## config.mk

```make
export PLATFORM = sky130hd
export DESIGN_NAME = mp_bus_arbiter
export DESIGN_NICKNAME = d
export VERILOG_FILES = /design/src/rtl/arb_pkg.sv /design/src/rtl/arb_req_filter.sv /design/src/rtl/arb_pick.sv /design/src/rtl/arb_ctrl.sv /design/src/rtl/mp_bus_arbiter.sv
export SDC_FILE = /design/constraint.sdc
export NUM_CORES = 1
export LEC_CHECK = 0
export ABC_AREA = 1
export ABC_CLOCK_PERIOD_IN_PS = 4500
export BUFFER_PORTS_ARGS = -buffer_cell sky130_fd_sc_hd__buf_2
export CAP_MARGIN = 25
export CORE_MARGIN = 3
export CORE_UTILIZATION = 49
export DETAILED_ROUTE_END_ITERATION = 7
export PLACE_DENSITY = 0.77
export REMOVE_ABC_BUFFERS = 1
export SYNTH_ARGS = -nofsm -noshare
export SYNTH_HDL_FRONTEND = slang
export SYNTH_SLANG_ARGS = --single-unit
```

## constraint.sdc

```tcl
create_clock -name clk_i -period 4.5 [get_ports clk_i]
set_clock_uncertainty 0.1 [all_clocks]
set_input_delay 0.45 -clock clk_i [delete_from_list [all_inputs] [get_ports clk_i]]
set_output_delay 0.45 -clock clk_i [all_outputs]
set_load 0.01 [all_outputs]
```

## src/rtl/arb_pkg.sv

```systemverilog
package arb_pkg;
  typedef enum logic [1:0] {
    ST_IDLE = 2'd0,
    ST_OWN  = 2'd1,
    ST_HOST = 2'd2
  } arb_st_e;
endpackage

```

## src/rtl/arb_req_filter.sv

```systemverilog
module arb_req_filter #(
  parameter int N_AGENTS = 6
) (
  input  logic [N_AGENTS-1:0] req_i,
  input  logic [N_AGENTS-1:0] prio_i,
  output logic [N_AGENTS-1:0] cand_o,
  output logic                any_o,
  output logic                any_prio_o
);
  logic [N_AGENTS-1:0] hot;

  for (genvar g = 0; g < N_AGENTS; g++) begin : g_hot
    assign hot[g] = req_i[g] & prio_i[g];
  end

  assign any_prio_o = |hot;
  assign any_o      = |req_i;
  // priority requesters shadow plain requesters
  assign cand_o     = any_prio_o ? hot : req_i;
endmodule

```

## src/rtl/arb_pick.sv

```systemverilog
module arb_pick #(
  parameter int N_AGENTS = 6,
  localparam int IDX_W = (N_AGENTS > 1) ? $clog2(N_AGENTS) : 1
) (
  input  logic                rot_i,
  input  logic [IDX_W-1:0]    last_i,
  input  logic [N_AGENTS-1:0] cand_i,
  output logic [IDX_W-1:0]    idx_o,
  output logic                valid_o
);
  always_comb begin
    int start;
    idx_o   = '0;
    valid_o = 1'b0;
    start   = rot_i ? (int'(last_i) + 1) : 0;
    for (int k = 0; k < N_AGENTS; k++) begin
      int j;
      j = (start + k) % N_AGENTS;
      if (!valid_o && cand_i[j]) begin
        valid_o = 1'b1;
        idx_o   = IDX_W'(j);
      end
    end
  end
endmodule

```

## src/rtl/arb_ctrl.sv

```systemverilog
module arb_ctrl
  import arb_pkg::*;
#(
  parameter int N_AGENTS = 6,
  parameter int ID_W = 3,
  localparam int IDX_W = (N_AGENTS > 1) ? $clog2(N_AGENTS) : 1
) (
  input  logic                clk_i,
  input  logic                rst_ni,
  input  logic [N_AGENTS-1:0] req_i,
  input  logic [N_AGENTS-1:0] prio_i,
  input  logic                host_req_i,
  input  logic                lock_i,
  input  logic                any_prio_i,
  input  logic                pick_valid_i,
  input  logic [IDX_W-1:0]    pick_idx_i,
  output logic [IDX_W-1:0]    last_o,
  output logic [N_AGENTS-1:0] grant_o,
  output logic [ID_W-1:0]     master_id_o,
  output logic                host_grant_o
);
  arb_st_e          st_q, st_d;
  logic [IDX_W-1:0] own_q, own_d;
  logic [IDX_W-1:0] last_q, last_d;
  logic             own_req, own_prio, preempt, release_bus;

  assign own_req  = req_i[own_q];
  assign own_prio = prio_i[own_q];
  // another agent's core-priority request only counts against a non-priority master
  assign preempt  = host_req_i | (any_prio_i & ~own_prio);
  assign release_bus = ~lock_i & (preempt | ~own_req);

  always_comb begin
    st_d   = st_q;
    own_d  = own_q;
    last_d = last_q;
    unique case (st_q)
      ST_IDLE: begin
        if (host_req_i) begin
          st_d = ST_HOST;
        end else if (pick_valid_i) begin
          st_d   = ST_OWN;
          own_d  = pick_idx_i;
          last_d = pick_idx_i;
        end
      end
      ST_OWN: begin
        if (release_bus) st_d = ST_IDLE;
      end
      ST_HOST: begin
        if (!host_req_i) st_d = ST_IDLE;
      end
      default: st_d = ST_IDLE;
    endcase
  end

  always_ff @(posedge clk_i or negedge rst_ni) begin
    if (!rst_ni) begin
      st_q   <= ST_IDLE;
      own_q  <= '0;
      last_q <= IDX_W'(N_AGENTS - 1);
    end else begin
      st_q   <= st_d;
      own_q  <= own_d;
      last_q <= last_d;
    end
  end

  for (genvar g = 0; g < N_AGENTS; g++) begin : g_gnt
    assign grant_o[g] = (st_q == ST_OWN) && (own_q == IDX_W'(g));
  end

  assign host_grant_o = (st_q == ST_HOST);
  assign master_id_o  = (st_q == ST_OWN) ? ID_W'(own_q) + ID_W'(1) : '0;
  assign last_o       = last_q;

  AST_GRANT_ONEHOT: assert property (@(posedge clk_i) disable iff (!rst_ni)
    $onehot0(grant_o));
  AST_HANDOVER_GAP: assert property (@(posedge clk_i) disable iff (!rst_ni)
    (grant_o != '0) |=> (grant_o == '0 || $stable(grant_o)));
  AST_HOST_EXCL: assert property (@(posedge clk_i) disable iff (!rst_ni)
    host_grant_o |-> (grant_o == '0));
  AST_HOST_ENTRY_GAP: assert property (@(posedge clk_i) disable iff (!rst_ni)
    $rose(host_grant_o) |-> ($past(grant_o) == '0));
  AST_HOST_HOLD: assert property (@(posedge clk_i) disable iff (!rst_ni)
    (host_grant_o && host_req_i) |=> host_grant_o);
  AST_LOCK_HOLD: assert property (@(posedge clk_i) disable iff (!rst_ni)
    (lock_i && grant_o != '0) |=> $stable(grant_o));
  AST_ID_ZERO: assert property (@(posedge clk_i) disable iff (!rst_ni)
    (grant_o == '0) |-> (master_id_o == '0));
endmodule

```

## src/rtl/mp_bus_arbiter.sv

```systemverilog
module mp_bus_arbiter #(
  parameter int N_AGENTS = 6,
  parameter int ID_W = 3,
  localparam int IDX_W = (N_AGENTS > 1) ? $clog2(N_AGENTS) : 1
) (
  input  logic                clk_i,
  input  logic                rst_ni,
  input  logic                rot_mode_i,
  input  logic [N_AGENTS-1:0] req_i,
  input  logic [N_AGENTS-1:0] prio_i,
  input  logic                host_req_i,
  input  logic                lock_i,
  output logic [N_AGENTS-1:0] grant_o,
  output logic [ID_W-1:0]     master_id_o,
  output logic                host_grant_o
);
  logic [N_AGENTS-1:0] cand;
  logic                any_req, any_prio, pick_valid;
  logic [IDX_W-1:0]    pick_idx, last_idx;

  arb_req_filter #(.N_AGENTS(N_AGENTS)) u_filter (
    .req_i      (req_i),
    .prio_i     (prio_i),
    .cand_o     (cand),
    .any_o      (any_req),
    .any_prio_o (any_prio)
  );

  arb_pick #(.N_AGENTS(N_AGENTS)) u_pick (
    .rot_i   (rot_mode_i),
    .last_i  (last_idx),
    .cand_i  (cand),
    .idx_o   (pick_idx),
    .valid_o (pick_valid)
  );

  arb_ctrl #(.N_AGENTS(N_AGENTS), .ID_W(ID_W)) u_ctrl (
    .clk_i        (clk_i),
    .rst_ni       (rst_ni),
    .req_i        (req_i),
    .prio_i       (prio_i),
    .host_req_i   (host_req_i),
    .lock_i       (lock_i),
    .any_prio_i   (any_prio),
    .pick_valid_i (pick_valid & any_req),
    .pick_idx_i   (pick_idx),
    .last_o       (last_idx),
    .grant_o      (grant_o),
    .master_id_o  (master_id_o),
    .host_grant_o (host_grant_o)
  );

  initial begin
    AST_ID_RANGE: assert (N_AGENTS < (1 << ID_W));
  end
endmodule

```

# --- After elaboration in Yosys (flattened, before gate mapping) ---
# Index checks and enable logic that the tools add are counted.
totals:
  inputBits: 17
  out_inout_bits: 10
  reg_bits: 8
  word_cells: 112
op_classes:
  div: 6
  bitwise: 15
  eq_ne: 10
  muxes: 42
  order_cmp: 7
  n_reduce_logical: 22
  n_addsub: 7
ops:
  columns: ["cell", "n"]
  rows:
  - ["$lt 32x5->1 const B", 6]
  - ["$mod 32x4->32 const B", 6]
  - ["$add 32x3->32 const B", 2]
  - ["$add 32x4->32 const B", 2]
  - ["$add 32x2->32 const B", 1]
  - ["$mux 32", 1]
  - ["$bmux 1 s3", 8]
  - ["$mux 3", 7]
  - ["$mux 1", 20]
  - ["$reduce_or 6->1", 2]
  - ["$logic_and 1x1->1", 11]
  - ["$and 1x1->1", 9]
  - ["$mux 2", 4]
  - ["$eq 3x2->1 const B", 2]
  - ["$eq 3x3->1 const B", 2]
  - ["$mux 6", 1]
  - ["$pmux 2 s3", 1]
  - ["$reduce_and 3->1", 2]
  - ["$logic_not 1->1", 5]
  - ["$add 3x1->4 const B", 1]
  - ["$lt 3x4->1 const B", 1]
  - ["$not 1->1", 4]
  - ["$add 3x1->3 const B", 1]
  - ["$eq 3x1->1 const B", 1]
  - ["other kinds (8)", 9]

# --- Depth between registers and ports, before layout ---
depth:
  ltp_word: 26
  depth_mapped: 28
  ltp_nobuf: 28

# --- Hierarchy ---
# From an unflattened synthesis, not the netlist that was laid out.
hier_totals:
  cells_unflattened: 451
  area_unflattened_um2: 2513.7
by_module_without_submodules:
  columns: ["module", "cells_each", "instances", "seq_area_each_um2", "area_per_inst_um2"]
  rows:
  - ["arb_pick", 342, 1, 0.0, 1843.0]
  - ["arb_ctrl", 79, 1, 177.7, 539.3]
  - ["arb_req_filter", 28, 1, 0.0, 123.9]
  - ["mp_bus_arbiter", 2, 1, 0.0, 7.5]

# --- Least setup slack after synthesis ---
# Ideal clock, no wire load.
synth_timing:
  path_type: "register -> register"
  startpoint: "reg u_ctrl.last_q[0], in the netlist u_ctrl.last_o[0]"
  endpoint: "reg u_ctrl.own_q[2]"
  setup_slack_ps: 985
  period_less_slack_ps: 3515
  path_buffers: 0
  required_ps: 4282
  setup_time_ps: 118
  arrival_ps: 3297
  path_stages_with_launch: 26
  cell_sequence: "dfstp_2 -> ha_1 -> nand2_4 -> inv_2 -> ha_1 -> ha_1 -> nand2_1 -> inv_1 -> nand2_1 -> nor2_1 -> nor2_2 -> nand2_1 -> nand2_2 -> nand3_1 -> nand3_1 -> nand2_1 -> nand2_1 -> nand2_1 -> nand3_1 -> nand2_2 -> nor2_8 -> nand4_2 -> nor2_1 -> nor2_1 -> nand2_1 -> nand2_1"
synth_via:
  elab_chain_len: 24
  elab_cells_between_ends: 55
  cone_classes: "add/sub: 6; div: 6; mux: 31; bitwise: 1; reduce/logical: 11"
synth_lines:
  columns: ["element", "line", "rtl"]
  rows:
  - ["start, declared", "arb_ctrl.sv:24", "logic [IDX_W-1:0] last_q, last_d;"]
  - ["start signal, assigned", "arb_ctrl.sv:61", "last_q <= IDX_W'(N_AGENTS - 1);"]
  - ["start signal, assigned", "arb_ctrl.sv:65", "last_q <= last_d;"]
  - ["$add 3x1->4 (*)", "arb_pick.sv:15", "start = rot_i ? (int'(last_i) + 1) : 0;"]
  - ["$mux 32 (*)", "arb_pick.sv:15", null]
  - ["parallel branches: the longest is 22 deep, another holds $add 32x2->32", null, null]
  - ["end signal, assigned", "arb_ctrl.sv:64", "own_q <= own_d;"]
  - ["end, declared", "arb_ctrl.sv:23", "logic [IDX_W-1:0] own_q, own_d;"]
# Every way passes the cells marked *. The select of a mux whose other input is x is not followed.
# A chain may end at the register's enable or synchronous reset.

# --- Worst setup path after layout ---
# Same ends and word-level chain as after synthesis.

==> results.py <==
metrics = {
    "run_status": {
        "status": "finished clean",
    },
    "worst_setup_path": {
        "path_max_fanout": 15,
        "crit_type": "reg -> reg",
        "path_depth": 25,
        "worst-r2r-cell-count": 25,
        "cp_common_cell": "nand2_1",
        "arrival_ps": 4010,
        "cpLargestDelayFamily": "simple AND/OR/NAND/NOR gates",
        "required_ps": 4510,
        "critPathMaxStageDelay_ps": 610,
        "path_buf_inv": 2,
        "endpoint_kind": "flop",
        "start_kind": "flop",
        "crit_slowest_cell": "dfstp_2",
    },
    "final_layout": {
        "mostFrequentLayoutCells": "nand2_1, inv_1, nand3_1",
        "antenna_cells": 0,
        "drive_gt1_share_pct": 23.0,
        "synthToLayoutAreaGrowth_pct": 10.0,
        "nFillCells": 522,
        "final_util_pct": 56.6,
        "final_common_cell": "nand2_1",
        "fin_nets": 504,
    },
    "logic_synthesis": {
        "synth_top_area_cell": "nand2_1",
        "synth_area_per_cell_sq_um": 5.74,
        "synthesis.area_sq_um": 2480,
        "synth_top_area_share_pct": 20.7,
        "synth_warnings": 0,
        "synthMuxAreaShare_pct": 0,
        "ys_ff_latch": 7,
        "synth_xor_area_share_pct": 1.41,
        "synth_top_family_by_area": "simple AND/OR/NAND/NOR gates",
        "synth_adder_area_share_pct": 13.1,
        "synthSimpleGateAreaFrac_pct": 61.8,
        "synth_compound_area_share_pct": 5.25,
        "netlist_instances": 432,
        "ys_types": 29,
        "ys_seq_area_share_pct": 7.16,
        "ys_top_cells_by_area": "nand2_1, ha_1, nand3_1, inv_1, nand3_2",
    },
    "sta": {
        "period_share_pct": 88.8,
        "rsz0062_at_grt": "no",
        "hold_ws_ps": 352,
        "tns_ps": 0,
        "fmax_ghz": 0.250,
        "setup_viol": 0,
        "report.final.slew_viol_count": 0,
        "relSlewSlack_pct": 66.5,
        "finalHoldViolations": 0,
        "tightest_slew_ps": 497,
        "period_needed_ps": 4000,
    },
    "cts": {
        "cts_tree": "yes",
        "path_clk_slew_ps": 40,
        "cts.repair.resized": 0,
        "clk_latency_ps": 230,
        "clockBufferDepth": 2,
        "cts_root_buf": "clkbuf_8",
        "cts_made_buffers": 3,
        "h-tree-depth": 1,
        "cts.sinks": 7,
        "postCtsSetupBuffers": 0,
    },
    "floorplan": {
        "start_util_pct": 51.5,
        "die_x_um": 77.1,
        "ios": 27,
        "die_h_um": 77.1,
        "coreArea_sq_um": 4820,
        "dieArea_sq_um": 5950,
        "placement_rows": 25,
    },
    "grt": {
        "globalRouteTotalUtil_pct": 19.9,
        "grt_pass1_wl_um": 10200,
        "grt_max_degree": 16,
        "overflow": 0,
        "grt_pass1_vias": 2424,
        "antenna_found_initial": 0,
    },
    "power": {
        "leakage_nw": 1.65,
        "total_power_w": 0.00174,
        "p_per_area_nw_per_um2": 636,
        "vdd_ir_drop_max_mv": 0.253,
    },
    "hold_path": {
        "hold_depth": 3,
        "worstHoldPathType": "in -> reg",
    },
    "detailed_routing": {
        "num_vias": 2724,
        "drc": 0,
        "drtIter0Drc": 138,
        "wirelength_um": 5820,
        "viasPerCell": 5.17,
        "dr.pass1.iters": 5,
        "ant_nets": 0,
        "wl_per_cell_um": 11.0,
    },
    "placed_design": {
        "post-dp-hpwl_um": 4810,
        "portBuffers": 26,
        "gp_congestion": 0.854,
    },
    "job": {
        "max_cap_viol_count": 0,
    },
}
tightest hold or removal path, cell delays in order:
cell    delay (ps)
buf_2          120
inv_1           50
nor2_1          30
metal layers:
layer | track usage, % | wire [um] | up-vias
met5 | 0 | 0 | -
met4 | 4.27 | 116 | 0
met3 | 1.64 | 216 | 13
met2 | 33.5 | 2620 | 72
met1 | 27.5 | 2870 | 1203
li1 | - | - | 1436
path summary, 6_finish.rpt:
| check | startpoint | end | slack, ps |
|---|---|---|---|
| worst max-delay path | u_ctrl.last_o[0] | u_ctrl.own_q[2] | 500 |
| worst min-delay path | host_req_i | u_ctrl.st_q[1] | 350 |
| worst max register to register | u_ctrl.last_o[0] | u_ctrl.own_q[2] | 500 |
| worst min register to register | u_ctrl.st_q[0] | u_ctrl.st_q[1] | 390 |
| max in group asynchronous | rst_ni | u_ctrl.last_o[0] | 3600 |
| min in group asynchronous | rst_ni | u_ctrl.st_q[1] | 480 |
flip-flops by register name, indices dropped and copies added (netlist names):
signal	count
u_ctrl.own_q	2
u_ctrl.st_q	2
u_ctrl.last_o	3
where the power goes:
group | total, W | switching (W) | internal [W]
registers | 0.000138 | 0.0000436 | 0.0000942
logic | 0.00151 | 0.00101 | 0.000497
clock network | 0.0000867 | 0.0000256 | 0.0000611
what timing repair did:
item / 4_1_cts / 5_1_grt
setup endpoints to repair: 0 / 0
hold buffers: 1 / 0
endpoints found under the hold margin: 5 / 0
synth_stat cells:
cell,count
or2_2,5
o211ai_1,2
nand3_2,15
nand2_1,137
nor2_4,3
clkbuf_1,1
inv_2,16
nor2_1,30
nor3_1,5
nor2_8,2
buf_6,1
nand2_4,6
clkbuf_2,1
xor2_1,3
nand2_2,23
nand3_1,51
dfrtp_1,5
o21ai_0,8
inv_1,53
nor2_2,2
ha_1,26
o21bai_1,2
nand4_2,3
o21ai_1,5
nand4_1,15
xnor2_1,1
a21oi_1,7
nand3b_1,2
dfstp_2,2
cell type report:
class	count	area [sq um]	share of cell area, %
timing repair buffer	27	140	5.14
tap	67	83.8	3.07
clock buffer	4	45.0	1.65
inverter	69	259	9.49
multi-input combinational	353	2020	74.1
sequential	7	178	6.51
through the flow:
stage,area [sq um],worst slack [ps],std cells
after floorplan,2460,985,429
after global placement,2670,742,522
after detailed placement,2670,528,522
after CTS,2730,523,527
after global routing,2730,132,527
final,2730,504,527
kinds of logic (layout without fill, tap and decap cells):
group / after synthesis / after routing
and+or+nand+nor: 299 / 299
buffers and inverters: 72 / 100
adders and majority gates: 26 / 26
AOI/OAI and AO/OA: 24 / 24
DFF: 7 / 7
xor gates and xnor gates: 4 / 4
Power figures use the tool's default switching activity.
